File: src/rtl/chd_pkg.sv
package chd_pkg;

  typedef enum logic [1:0] {
    ACT_RAW  = 2'd0,
    ACT_XLAT = 2'd1,
    ACT_FMT  = 2'd2,
    ACT_INT  = 2'd3
  } act_e;

  // Outcome for one flag nibble {stop, delim, xlat, paper} and the hold bit.
  function automatic act_e pick_action(input logic [3:0] fl, input logic hd);
    logic stp, dlm, xl, pap, mod;
    stp = fl[3];
    dlm = fl[2];
    xl  = fl[1];
    pap = fl[0];
    mod = xl | dlm | hd;
    if (stp) begin
      if (!xl || dlm || hd) return ACT_INT;
      else if (pap)         return ACT_FMT;
      else                  return ACT_XLAT;
    end else if (pap) begin
      return mod ? ACT_FMT : ACT_RAW;
    end else begin
      return mod ? ACT_XLAT : ACT_RAW;
    end
  endfunction

endpackage

File: src/rtl/chd_table_ram.sv
module chd_table_ram #(
  parameter int ADDR_W  = 8,
  parameter int ENTRY_W = 12
) (
  input  logic               clk,
  input  logic               wr_en,
  input  logic [ADDR_W-1:0]  wr_addr,
  input  logic [ENTRY_W-1:0] wr_data,
  input  logic [ADDR_W-1:0]  rd_addr,
  output logic [ENTRY_W-1:0] rd_data
);
  localparam int DEPTH = 1 << ADDR_W;

  logic [ENTRY_W-1:0] mem [DEPTH];

  always_ff @(posedge clk) begin
    if (wr_en) mem[wr_addr] <= wr_data;
  end

  // Asynchronous read: a same-cycle write is seen only by later lookups.
  assign rd_data = mem[rd_addr];

endmodule

File: src/rtl/chd_action_sel.sv
module chd_action_sel
  import chd_pkg::*;
(
  input  logic [3:0] flags,
  input  logic       hold,
  output act_e       action
);
  localparam int CASES = 32;

  act_e tbl [CASES];

  // Case table computed from the dispatch rules, one entry per {flags, hold}.
  for (genvar g = 0; g < CASES; g++) begin : g_case
    assign tbl[g] = pick_action(4'(g / 2), 1'(g % 2));
  end

  assign action = tbl[{flags, hold}];

endmodule

File: src/rtl/chd_csum.sv
module chd_csum #(
  parameter int DIN_W  = 8,
  parameter int CSUM_W = 8
) (
  input  logic              clk,
  input  logic              rst_n,
  input  logic              clr,
  input  logic              add,
  input  logic [DIN_W-1:0]  din,
  output logic [CSUM_W-1:0] sum
);
  always_ff @(posedge clk) begin
    if (!rst_n)   sum <= '0;
    else if (clr) sum <= '0;
    else if (add) sum <= sum + CSUM_W'(din);
  end

endmodule

File: src/rtl/char_action_dispatcher.sv
module char_action_dispatcher
  import chd_pkg::*;
#(
  parameter int ADDR_W  = 8,
  parameter int ENTRY_W = 12,
  parameter int CSUM_W  = 8
) (
  input  logic               clk,
  input  logic               rst_n,
  input  logic               start,
  input  logic               chr_valid,
  input  logic [ADDR_W-1:0]  chr_data,
  input  logic               wr_en,
  input  logic [ADDR_W-1:0]  wr_addr,
  input  logic [ENTRY_W-1:0] wr_data,
  output logic               act_valid,
  output logic [1:0]         act_kind,
  output logic [7:0]         act_data,
  output logic               fmt_slew,
  output logic [3:0]         fmt_arg,
  output logic               halted,
  output logic               undef_flag,
  output logic               hold_flag,
  output logic [CSUM_W-1:0]  checksum,
  output logic [ENTRY_W-1:0] last_entry
);
  localparam int FLAG_HI = ENTRY_W - 1;
  localparam int DELIM_B = ENTRY_W - 2;
  localparam int FLAG_LO = ENTRY_W - 4;

  logic [ENTRY_W-1:0] entry;
  act_e               action;
  logic               accept_evt;
  logic               int_evt;

  // Accept a character unless stopped or being restarted this cycle.
  assign accept_evt = chr_valid && !halted && !start;
  assign int_evt    = accept_evt && (action == ACT_INT);

  chd_table_ram #(.ADDR_W(ADDR_W), .ENTRY_W(ENTRY_W)) u_ram (
    .clk     (clk),
    .wr_en   (wr_en),
    .wr_addr (wr_addr),
    .wr_data (wr_data),
    .rd_addr (chr_data),
    .rd_data (entry)
  );

  chd_action_sel u_sel (
    .flags  (entry[FLAG_HI:FLAG_LO]),
    .hold   (hold_flag),
    .action (action)
  );

  chd_csum #(.DIN_W(ADDR_W), .CSUM_W(CSUM_W)) u_csum (
    .clk   (clk),
    .rst_n (rst_n),
    .clr   (start),
    .add   (accept_evt),
    .din   (chr_data),
    .sum   (checksum)
  );

  always_ff @(posedge clk) begin
    if (!rst_n) begin
      act_valid  <= 1'b0;
      act_kind   <= 2'd0;
      act_data   <= '0;
      halted     <= 1'b0;
      undef_flag <= 1'b0;
      hold_flag  <= 1'b0;
      last_entry <= '0;
    end else begin
      act_valid <= 1'b0;
      if (start) halted <= 1'b0;
      if (accept_evt) begin
        last_entry <= entry;
        hold_flag  <= entry[DELIM_B];
        undef_flag <= (action == ACT_INT);
        halted     <= (action == ACT_INT);
        act_valid  <= (action != ACT_INT);
        act_kind   <= action;
        act_data   <= (action == ACT_RAW) ? 8'(chr_data) : entry[7:0];
      end
    end
  end

  assign fmt_slew = act_data[4];
  assign fmt_arg  = act_data[3:0];

  // a halted stream produces no action in the following cycle
  p_halt_gate_r9: assert property (@(posedge clk) disable iff (!rst_n)
    halted |=> !act_valid);

  // an undefined character stops the stream and raises the flag
  p_int_stops_r9: assert property (@(posedge clk) disable iff (!rst_n)
    int_evt |=> (halted && undef_flag && !act_valid));

  // start zeroes the sum
  p_csum_clear_r10: assert property (@(posedge clk) disable iff (!rst_n)
    start |=> (checksum == '0));

  // each accepted byte adds into the sum
  p_csum_step_r10: assert property (@(posedge clk) disable iff (!rst_n)
    accept_evt |=> (checksum == CSUM_W'($past(checksum) + CSUM_W'($past(chr_data)))));

  // hold follows the delimiter bit of the word just looked up
  p_hold_track_r7: assert property (@(posedge clk) disable iff (!rst_n)
    accept_evt |=> (hold_flag == $past(entry[DELIM_B])));

  // no action pulse without an accepted character
  p_idle_r11: assert property (@(posedge clk) disable iff (!rst_n)
    !accept_evt |=> !act_valid);

  // the pulse never carries the undefined outcome
  p_pulse_kind_r11: assert property (@(posedge clk) disable iff (!rst_n)
    act_valid |-> (act_kind != 2'd3));

endmodule

File: config.mk
export PLATFORM = sky130hd
export DESIGN_NAME = char_action_dispatcher
export DESIGN_NICKNAME = d
export VERILOG_FILES = /design/src/rtl/chd_pkg.sv /design/src/rtl/chd_table_ram.sv /design/src/rtl/chd_action_sel.sv /design/src/rtl/chd_csum.sv /design/src/rtl/char_action_dispatcher.sv
export SDC_FILE = /design/constraint.sdc
export NUM_CORES = 2
export LEC_CHECK = 0
export CORE_ASPECT_RATIO = 0.7
export CORE_MARGIN = 2
export CORE_UTILIZATION = 55
export DETAILED_ROUTE_END_ITERATION = 8
export GPL_ROUTABILITY_DRIVEN = 0
export PLACE_DENSITY = 0.78
export SYNTH_ARGS = -nofsm -noshare
export SYNTH_HDL_FRONTEND = slang
export SYNTH_SLANG_ARGS = --single-unit
File: constraint.sdc
create_clock -name clk -period 4.4 [get_ports clk]
set_clock_uncertainty 0.1 [all_clocks]
set_input_delay 0.66 -clock clk [delete_from_list [all_inputs] [get_ports clk]]
set_output_delay 0.66 -clock clk [all_outputs]
set_load 0.05 [all_outputs]
==> metrics.txt <==
outcome complete, but fails checks; failing checks slew limit; Syn Nets ~5.2k; most frequent cells in the layout edfxtp_1 (3072), mux4_2 (901), buf_4 (536); total grt overflow 0; synthesized flop and latch total 3105; GR Util All Layers between 20% and 30%; die height 394 um; leakage 0.0429 uW; M3 GR Usage 10.0%; crit path capture type flip-flop; number of global-route vias before repair 60.7k; Root Driver clkbuf_16; achievable clock frequency between 0.2 and 0.3 GHz; Final Setup Violations 0; asr flop ratio synth 0%; Hold Path Class in -> reg; max cap viols 0; Critical Path RT roughly 5.1 ns; CTS tree built; kind of start point of the critical path primary input; Initial Util 55.3%; Synth Cell Area 120000 um2; ys flop type edfxtp_1; largest net degree at the start of global routing 193; hold slack 0.183 ns; Routed Antenna Nets 0; I/O Buffers between 70 and 80; Tmin final 3.85 ns; Max-slew headroom -6.88%; Final Hold Viols 0; Nets 5852; post-synth top area cell edfxtp_1; post-CTS setup buffer count 0; top-area cell type share of the netlist area 77.0%; Distinct cells, synth between 60 and 70; I/O Pins 72; area grow syn2layout 13.7%; met1 Use GR 41.4%; post-DR wirelength/cell 36.9 um; die area 222000 um2; ranking of synthesized cells by area edfxtp_1 (77%), mux4_2 (17%), nor2_1 (0.87%); share of cells above drive strength 1 about a third; sequential fraction of the synthesis area 77.6%; number of clock sinks 3105; final WL about 330000 um; yosys synthesis warning count 0; Hold-fix buffers, CTS 0; Tcrit/Tclk final 87.4%; antenna violations before repair 17; fill count 13.5k; via/cell ratio between 6 and 7; clk buf depth 4; M2 GR Usage between 40% and 50%; GRT Max-Usage Layer met2; most common cell after layout, fill and taps aside edfxtp_1; first-pass GRT wire length roughly 460000 um; clk slew on worst S/H paths 0.06 ns; core area between 200000 and 250000 um2; Mapped Avg Cell Area 23.1 um2; Pre-Repair DR Iteration Count 7; DR vias 61.8k; HPWL Detailed 196000 um; Max Slew Vio Count 88; CP Max Fanout 25; Worst Tran Pin Value approximately 1.6 ns; post-cts sizing count 0; RSZ-0062 raised after global routing no; Critical Path AT approximately 4.5 ns; WS Path Type in -> reg; clk_lat worst skew 0.87 ns; Peak VDD IR 0.540 mV; die width between 500 and 600 um; TNS Setup 0 ns; Core Rows 143; initial DRC count between 10k and 15k; CTS Buf Count 278; drc violations 0; Mapped Cells 5179; cell area power density around 440 nW/um2; Post-synth EDFFs 3072; H-tree depth 5
-- report_power, final --
group	internal [uW]	switching, uW	total [uW]	leakage [uW]
registers	32600	65.7	32600	0.0279
clock network	13400	10600	24000	0.00425
logic	1290	2120	3410	0.0107
-- critical path, stage by stage --
cell and delay (ns):
buf_12 0.32, buf_12 0.22, buf_4 0.25, buf_12 0.20
mux2i_1 0.66, a221oi_1 0.18, buf_4 0.18, a211oi_1 0.28
nor4_1 0.14, buf_4 0.16, a22oi_1 0.21, o311ai_1 0.21
buf_4 0.19, nand2_1 0.26, nor2_1 0.12, o21a_1 0.19
-- path summary, 6_finish.rpt --
| kind | from | endpoint | slack, ns | depth (start not counted) |
|---|---|---|---|---|
| worst min register to register | last_entry[11] | last_entry[11] | 0.41 | 2 |
| worst max-delay path | chr_data[0] | undef_flag | 0.55 | 16 |
| worst min-delay path | wr_data[9] | u_ram.mem[228][9] | 0.18 | 1 |
| worst max register to register | u_ram.mem[160][9] | act_data[7] | 0.98 | 11 |
-- stage by stage --
step | cell area, um2 | instances | power, uW | setup WS, ns | utilization, %
3_5_place_dp | 127000 | 8431 | 36600 | -0.111 | 58.8
3_3_place_gp | 127000 | 8431 | 36500 | -0.125 | 58.8
6_report | 136000 | 8907 | 60000 | 0.555 | 62.9
2_1_floorplan | 120000 | 5179 | 35000 | 0.525 | -
5_1_grt | 136000 | 8905 | 61300 | 0.361 | 62.8
4_1_cts | 136000 | 8903 | 60100 | 0.769 | 62.8
-- per-layer routing --
metal / vias up / routed length, um
li1: 23300 / -
met1: 32300 / 115000
met2: 5454 / 150000
met3: 776 / 49000
met4: 14 / 13900
met5: - / 91
-- cell type report --
| cell class | count | area [um2] | share of cell area (%) |
|---|---|---|---|
| inverters | 13 | 56.3 | 0.0413 |
| well taps | 2900 | 3630 | 2.66 |
| clock buffers | 339 | 7380 | 5.42 |
| flip-flops and latches | 3105 | 92900 | 68.2 |
| clock inverters | 133 | 1320 | 0.969 |
| repair buffers | 650 | 5660 | 4.15 |
| multi-input cells | 1763 | 25200 | 18.5 |
| diodes | 4 | 10.0 | 0.00735 |
-- kinds of logic after synthesis --
family,share of synthesized area [%]
multiplexers,17.5
AO/OA/AOI/OAI,1.46
flip-flops,77.6
adder cells (fa/ha/maj),0.0899
buffers and inverters,1.38
XOR/XNOR,0.0366
AND/OR/NAND/NOR,1.92
-- flip-flops by register name, indices dropped and copies added (netlist names) --
name	flops
u_ram.mem	3072
undef_flag	1
u_csum.sum	8
act_data	8
halted	1
last_entry	12
act_valid	1
act_kind	2
-- synth_stat cells (3+ instances only) --
| cell type | instances |
|---|---|
| a2111oi_0 | 3 |
| a211oi_1 | 5 |
| a21boi_0 | 4 |
| a21oi_1 | 74 |
| a221oi_1 | 10 |
| a22o_1 | 6 |
| a22oi_1 | 92 |
| a311oi_1 | 5 |
| and2_1 | 17 |
| and3_1 | 4 |
| buf_1 | 13 |
| buf_2 | 72 |
| buf_4 | 41 |
| buf_6 | 25 |
| buf_8 | 5 |
| clkbuf_1 | 142 |
| clkinv_1 | 5 |
| dfxtp_1 | 33 |
| edfxtp_1 | 3072 |
| ha_1 | 7 |
| inv_1 | 7 |
| mux2_2 | 12 |
| mux2i_1 | 56 |
| mux4_2 | 901 |
| nand2_1 | 88 |
| nand2b_1 | 13 |
| nand3_1 | 34 |
| nand3b_1 | 4 |
| nand4_1 | 9 |
| nor2_1 | 278 |
| nor2b_1 | 25 |
| nor3_1 | 18 |
| nor4_1 | 13 |
| o211ai_1 | 3 |
| o21ai_0 | 26 |
| o22ai_1 | 7 |
| or2_2 | 10 |
| xnor2_1 | 3 |
Power figures use the tool's default switching activity.
